[src/rtl/evtirq_pkg.sv]
// Shared constants for the event interrupt controller.
// Assumes byte offsets on the register port and 32-bit registers.
package evtirq_pkg;
    localparam int unsigned LANE_W   = 8;
    localparam int unsigned EVT_N    = 5;
    localparam int unsigned DATA_W   = 32;
    localparam logic [7:0]  OFF_RAW  = 8'h08;
    localparam logic [7:0]  OFF_VIEW = 8'h0C;
    localparam logic [7:0]  OFF_MASK = 8'h10;
endpackage

[src/rtl/evtirq_lane.sv]
// One engine's lane: sticky event flags plus their enable bits.
// Assumes set has priority over clear in the same cycle.
module evtirq_lane
    import evtirq_pkg::*;
(
    input  logic             clk,
    input  logic             rst_n,
    input  logic [EVT_N-1:0] set_i,
    input  logic [EVT_N-1:0] clr_i,
    input  logic             mask_we,
    input  logic [EVT_N-1:0] mask_wd,
    output logic [EVT_N-1:0] flags_o,
    output logic [EVT_N-1:0] mask_o
);
    // Sticky flags: clear by ones, then OR in new events (set wins).
    always_ff @(posedge clk) begin
        if (!rst_n) flags_o <= '0;
        else        flags_o <= (flags_o & ~clr_i) | set_i;
    end

    // Enable bits, loaded on a mask register write.
    always_ff @(posedge clk) begin
        if (!rst_n)       mask_o <= '0;
        else if (mask_we) mask_o <= mask_wd;
    end
endmodule

[src/rtl/evtirq_rdmux.sv]
// Read-data selection for the three mapped registers.
// Assumes unmapped offsets read zero; purely combinational.
module evtirq_rdmux
    import evtirq_pkg::*;
#(
    parameter int unsigned ADDR_W = 8
) (
    input  logic [ADDR_W-1:0] addr,
    input  logic [DATA_W-1:0] raw_word,
    input  logic [DATA_W-1:0] mask_word,
    output logic [DATA_W-1:0] rdata
);
    localparam logic [ADDR_W-1:0] A_RAW  = ADDR_W'(OFF_RAW);
    localparam logic [ADDR_W-1:0] A_VIEW = ADDR_W'(OFF_VIEW);
    localparam logic [ADDR_W-1:0] A_MASK = ADDR_W'(OFF_MASK);

    // Offset decode for reads.
    always_comb begin
        case (addr)
            A_RAW:   rdata = raw_word;
            A_VIEW:  rdata = raw_word & mask_word;
            A_MASK:  rdata = mask_word;
            default: rdata = '0;
        endcase
    end
endmodule

[src/rtl/evtirq_irqreg.sv]
// Registers the OR of the masked flags onto the interrupt line.
// Assumes one cycle of latency is acceptable to the consumer.
module evtirq_irqreg
    import evtirq_pkg::*;
(
    input  logic              clk,
    input  logic              rst_n,
    input  logic [DATA_W-1:0] pend_i,
    output logic              irq_o
);
    // One flop after the reduction.
    always_ff @(posedge clk) begin
        if (!rst_n) irq_o <= 1'b0;
        else        irq_o <= |pend_i;
    end
endmodule

[src/rtl/evtirq_ctrl.sv]
// Top of the event interrupt controller: one lane per engine, the
// register port decode, and the registered interrupt output.
// Assumes NUM_ENG*8 <= 32 and a single-cycle write strobe.
module evtirq_ctrl
    import evtirq_pkg::*;
#(
    parameter int unsigned NUM_ENG = 2,
    parameter int unsigned ADDR_W  = 5
) (
    input  logic                     clk,
    input  logic                     rst_n,
    input  logic [NUM_ENG*EVT_N-1:0] evt_pulse,
    input  logic                     wr_en,
    input  logic [ADDR_W-1:0]        addr,
    input  logic [DATA_W-1:0]        wdata,
    output logic [DATA_W-1:0]        rdata,
    output logic                     irq_o
);
    localparam logic [ADDR_W-1:0] A_RAW  = ADDR_W'(OFF_RAW);
    localparam logic [ADDR_W-1:0] A_MASK = ADDR_W'(OFF_MASK);

    logic              raw_we;
    logic              mask_we;
    logic [EVT_N-1:0]  lane_flags [NUM_ENG];
    logic [EVT_N-1:0]  lane_mask  [NUM_ENG];
    logic [DATA_W-1:0] raw_word;
    logic [DATA_W-1:0] mask_word;

    // Write decode: only the status and mask offsets take writes.
    always_comb begin
        raw_we  = wr_en && (addr == A_RAW);
        mask_we = wr_en && (addr == A_MASK);
    end

    for (genvar g = 0; g < NUM_ENG; g++) begin : g_lane
        evtirq_lane u_lane (
            .clk     (clk),
            .rst_n   (rst_n),
            .set_i   (evt_pulse[g*EVT_N +: EVT_N]),
            .clr_i   (raw_we ? wdata[g*LANE_W +: EVT_N] : '0),
            .mask_we (mask_we),
            .mask_wd (wdata[g*LANE_W +: EVT_N]),
            .flags_o (lane_flags[g]),
            .mask_o  (lane_mask[g])
        );
    end

    // Pack the lanes into 32-bit words; unimplemented bits stay zero.
    always_comb begin
        raw_word  = '0;
        mask_word = '0;
        for (int i = 0; i < NUM_ENG; i++) begin
            raw_word[i*LANE_W +: EVT_N]  = lane_flags[i];
            mask_word[i*LANE_W +: EVT_N] = lane_mask[i];
        end
    end

    evtirq_rdmux #(.ADDR_W(ADDR_W)) u_rdmux (
        .addr      (addr),
        .raw_word  (raw_word),
        .mask_word (mask_word),
        .rdata     (rdata)
    );

    evtirq_irqreg u_irq (
        .clk    (clk),
        .rst_n  (rst_n),
        .pend_i (raw_word & mask_word),
        .irq_o  (irq_o)
    );
endmodule

[config.mk]
export PLATFORM = sky130hd
export DESIGN_NAME = evtirq_ctrl
export DESIGN_NICKNAME = d
export VERILOG_FILES = /design/src/rtl/evtirq_pkg.sv /design/src/rtl/evtirq_lane.sv /design/src/rtl/evtirq_rdmux.sv /design/src/rtl/evtirq_irqreg.sv /design/src/rtl/evtirq_ctrl.sv
export SDC_FILE = /design/constraint.sdc
export NUM_CORES = 1
export LEC_CHECK = 0
export BUFFER_PORTS_ARGS = -buffer_cell sky130_fd_sc_hd__buf_2
export CAP_MARGIN = 20
export CORE_MARGIN = 8
export CORE_UTILIZATION = 35
export DETAILED_ROUTE_END_ITERATION = 12
export PLACE_DENSITY = 0.72
export SETUP_SLACK_MARGIN = 0.3
export SLEW_MARGIN = 30
export SYNTH_ARGS = -nofsm -noshare
export SYNTH_HDL_FRONTEND = slang
export SYNTH_SLANG_ARGS = --single-unit
[constraint.sdc]
create_clock -name clk -period 3.7 [get_ports clk]
set_input_delay 0.37 -clock clk [delete_from_list [all_inputs] [get_ports clk]]
set_output_delay 0.37 -clock clk [all_outputs]
set_load 0.1 [all_outputs]
# == Yosys cells after proc, flatten, opt, wreduce, memory -nomap -nowiden ==
# Cells that the tools add are included.
# op_classes
bitwise_logic,7
mux,3
reduce_logical,3
eq_ne,3
# op_table
operator,count
13-bit one-hot mux with 3 select lines,1
32-bit OR reduction,1
13-bit AND,1
5-bit AND,2
"5-bit by 4-bit == test with 1-bit output, second input constant",2
5-bit two-way mux,2
5-bit inverter,2
5-bit bitwise OR,2
"5-bit == test, second input constant",1
1-bit logical AND,2
# totals
wordCells,21
inputBits,50
out_inout_bits,33
reg_bits,21

# == Logic depth before layout (Yosys ltp) ==
# depth
word_depth,6
depth_mapped,4
ltp_nobuf,3

# == Modules after synthesis ==
# From an unflattened synthesis, not the netlist that was laid out.
# unflattened
cells_unflattened,214
area_unflattened_um2,1635.3
# modules_own_cells
module,seq_area_each_um2,cells_each,instances,area_per_inst_um2
evtirq_lane,200.2,32,2,366.6
evtirq_rdmux,0.0,113,1,625.6
evtirq_ctrl,0.0,25,1,180.2
evtirq_irqreg,20.0,12,1,96.3

# == Worst setup path before layout ==
# Ideal clock, no wire load.
# synth_timing
path_type,input-to-output
startpoint,input port addr[4]
endpoint,output port rdata[10]
t_arrival_ps,1959
n_path_buf,1
setup_slack_ps,1371
required_ps,3330
cell_stages,4
cell_sequence,or4b_4 > buf_6 > o22ai_1 > a22o_1
# synth_via
elab_chain_len,2
elab_cells_between_ends,4
cone_classes,eq/ne: 3; mux: 1
# synth_lines
element,line,text
from (decl),evtirq_ctrl.sv:14,"input logic [ADDR_W-1:0] addr,"
5-bit == test / 5-bit by 4-bit == test with 1-bit output (equally long branches),evtirq_rdmux.sv:19,case (addr)
13-bit one-hot mux with 3 select lines (*),evtirq_rdmux.sv:19,
to (decl),evtirq_ctrl.sv:16,"output logic [DATA_W-1:0] rdata,"
# Mark *: on every way between the ends. The rest lies on a longest branch, timed or not.

# == Final worst setup path ==
# layout_timing
startpoint,input port addr[4]
endpoint,output port rdata[1]
# Same word-level chain as after synthesis.

==> key figures <==
Synthesis
  • Most used DFF post-synth: dfxtp_1
  • Mapped Area: 0.00129 sq mm
  • Top cell type by total area after synthesis: dfxtp_1
  • Most common cell in the netlist: buf_4
  • Yosys cell types: 25
  • Synth cell count leaders: buf_4, dfxtp_1, inv_1, o21ai_0, a31oi_1
  • YS warnings: 0
  • Flops & latches, synth: 21
  • Post-synthesis sequential area ratio: 32.7%
  • Post-synth EDFFs: 0
  • Avg Inst Size Synth: 8.25 sq um
  • Cell count after synthesis: 156
  • Synth area leaders: dfxtp_1, buf_4, o21ai_0
  • Async set-reset flop share out of synthesis: 0%
  • Yosys top cell area share: 32.7%

Power and ir drop
  • Switch share: 39.2%
  • Total power draw: 0.552 mW
  • Internal: 0.336 mW
  • Static Leak: 0.659 nW
  • Clock share of power: 26.5%
  • Sw power: 0.216 mW
  • Peak VDD IR: 0.000114 V
  • Comb power frac: 29.4%
  • Power Density: 380 mW/mm^2
  • Part of the power in registers: 44.1%

Placed design
  • Hpwl dp: 2.52 mm
  • Port bufs: 38
  • RePlAce Congestion: 0.717

Die
  • Chip width: 76.7 um
  • FP Rows: 22
  • I/O pin total: 83
  • Die height: 76.7 um
  • Area of the core: 0.00361 sq mm
  • Die area: 0.00588 sq mm
  • Initial Utilization: 35.7%

Hold path
  • Hold Path Class: input port to flip-flop

Setup path
  • Nature of the critical path startpoint: input port
  • Req. time, crit path: 3.33 ns
  • Critical Path Fanout Max: 11
  • Kind of critical path: input port to primary output
  • Arr. time, crit path: 2.05 ns
  • Crit end category: primary output

Drt
  • DR top layer: met4
  • WL/cell: 14.2 um
  • Post-DR vias/cell: 4.91
  • Drt drc: 0
  • WL met2: 1.68 mm
  • Routed WL: 3.37 mm
  • Starting DRT DRC Count: 83
  • Metal1 wirelength: 1.48 mm
  • DR pass1 iterations: 4
  • Final ANT Viol Nets: 0
  • Metal3 WL: 176 um
  • Vias: 1169

Global routing
  • Total gr overflow: 0
  • Initial antenna violation count: 0
  • First-pass GRT wire length: 5.63 mm
  • Total Routing Usage GR: 11.2%
  • Vias in the first global route: 1264
  • Largest net degree at the start of global routing: 21

Timing
  • Hold Vio Cnt, Final: 0
  • Max frequency: 414 MHz
  • Fin Clk Skew: 0.00225 ns
  • RSZ-0062 raised after global routing: false
  • Post-route clock period utilization: 65.3%
  • Worst slew pin tran: 0.729 ns
  • Setup TNS: 0 ns
  • Crit path time final: 2.42 ns
  • Final setup fails: 0
  • Max-slew headroom: 51.2%
  • Slew Viols, Final: 0

Clocking
  • CTS buffer count: 3
  • Clock slew at the register clock pins of the worst setup and hold paths: 0.07 ns
  • Number of H-tree levels: 1
  • Hold_buf cts: 0
  • Clk root buf: clkbuf_8
  • Post-CTS Setup Bufs: 0
  • Clk_lat worst skew: 0.25 ns
  • Sink Count: 21
  • Clk buf depth: 2
  • Resized cells post-CTS: 0
  • TritonCTS clock tree: yes

Finish
  • NumNets Final: 241
  • Share of post-route cells with drive strength above 1: 29.5%
  • Area growth, synth to finish: 12.8%
  • Inserted Diodes: 0

Flow run
  • Max Cap Viol: 0

Status
  • Status: completed
## state kept, by name (all words and copies together) (netlist names)
signal	cells
u_irq.irq_o	1
g_lane.u_lane.mask_o	10
g_lane.u_lane.flags_o	10
## critical path, cell delays in order
cell and delay [ns]:
buf_2 0.13, or4b_4 0.65, nor2_4 0.27, a22o_2 0.21, buf_2 0.42
## metal layers
metal / GRT usage [%] / vias up
met5: 0 / -
met4: 3.27 / 0
met3: 3.26 / 4
met2: 19.4 / 38
met1: 13.0 / 536
li1: - / 591
## stage by stage
step / util (%) / area [sq um] / hold slack, ns / cells / setup WS, ns
6_report: 40.3 / 1450 / 0.306 / 238 / 1.28
5_1_grt: 40.3 / 1450 / 0.301 / 238 / 1.23
4_1_cts: 40.3 / 1450 / 0.306 / 238 / 1.29
3_5_place_dp: 39.0 / 1410 / 0.485 / 234 / 1.29
3_3_place_gp: 39.0 / 1410 / 0.479 / 234 / 1.29
2_1_floorplan: - / 1370 / 0.466 / 177 / 1.37
## layout make-up
cell class,instances,area (sq um)
Multi-Input combinational cell,106,658
Sequential cell,21,420
Clock buffer,4,45.0
Tap cell,48,60.1
Inverter,21,78.8
Timing Repair Buffer,38,190
Fill cell,388,2150
## final timing paths
check,cells after the start,slack [ns],from,to
worst min register to register,2,0.50,g_lane[0].u_lane.mask_o[0]$_SDFFE_PN0P_,g_lane[0].u_lane.mask_o[0]$_SDFFE_PN0P_
worst min-delay path,2,0.31,wdata[4],g_lane[0].u_lane.flags_o[4]$_SDFF_PN0_
worst max-delay path,5,1.28,addr[4],rdata[1]
worst max register to register,3,2.62,g_lane[0].u_lane.flags_o[1]$_SDFF_PN0_,u_irq.irq_o$_SDFF_PN0_
## placed cells by master (no fill, tap or decap), types with 2 or more instances in the layout
master / count
a21oi_1: 10
a221oi_1: 2
a22o_1: 6
a22o_2: 6
a31oi_1: 11
buf_2: 38
clkbuf_8: 3
conb_1: 22
dfxtp_1: 21
inv_1: 21
nand3_1: 10
nor3b_2: 2
o21ai_0: 20
o22ai_1: 9
## power groups by stage
stage,clock network [mW],registers (mW),logic (mW)
after CTS,0.149,0.243,0.161
after floorplan,0,0.247,0.153
after global placement,0,0.248,0.160
final,0.147,0.244,0.162
after global routing,0.161,0.245,0.171
after detailed placement,0,0.248,0.161
## cells by family after synthesis
group           count (synthesis)  synth area share, %
other cells                     1                0.291
compound gates                 66                 33.0
simple gates                   18                 11.7
buf+inv                        50                 22.4
flops                          21                 32.7
Power figures use the tool's default switching activity.
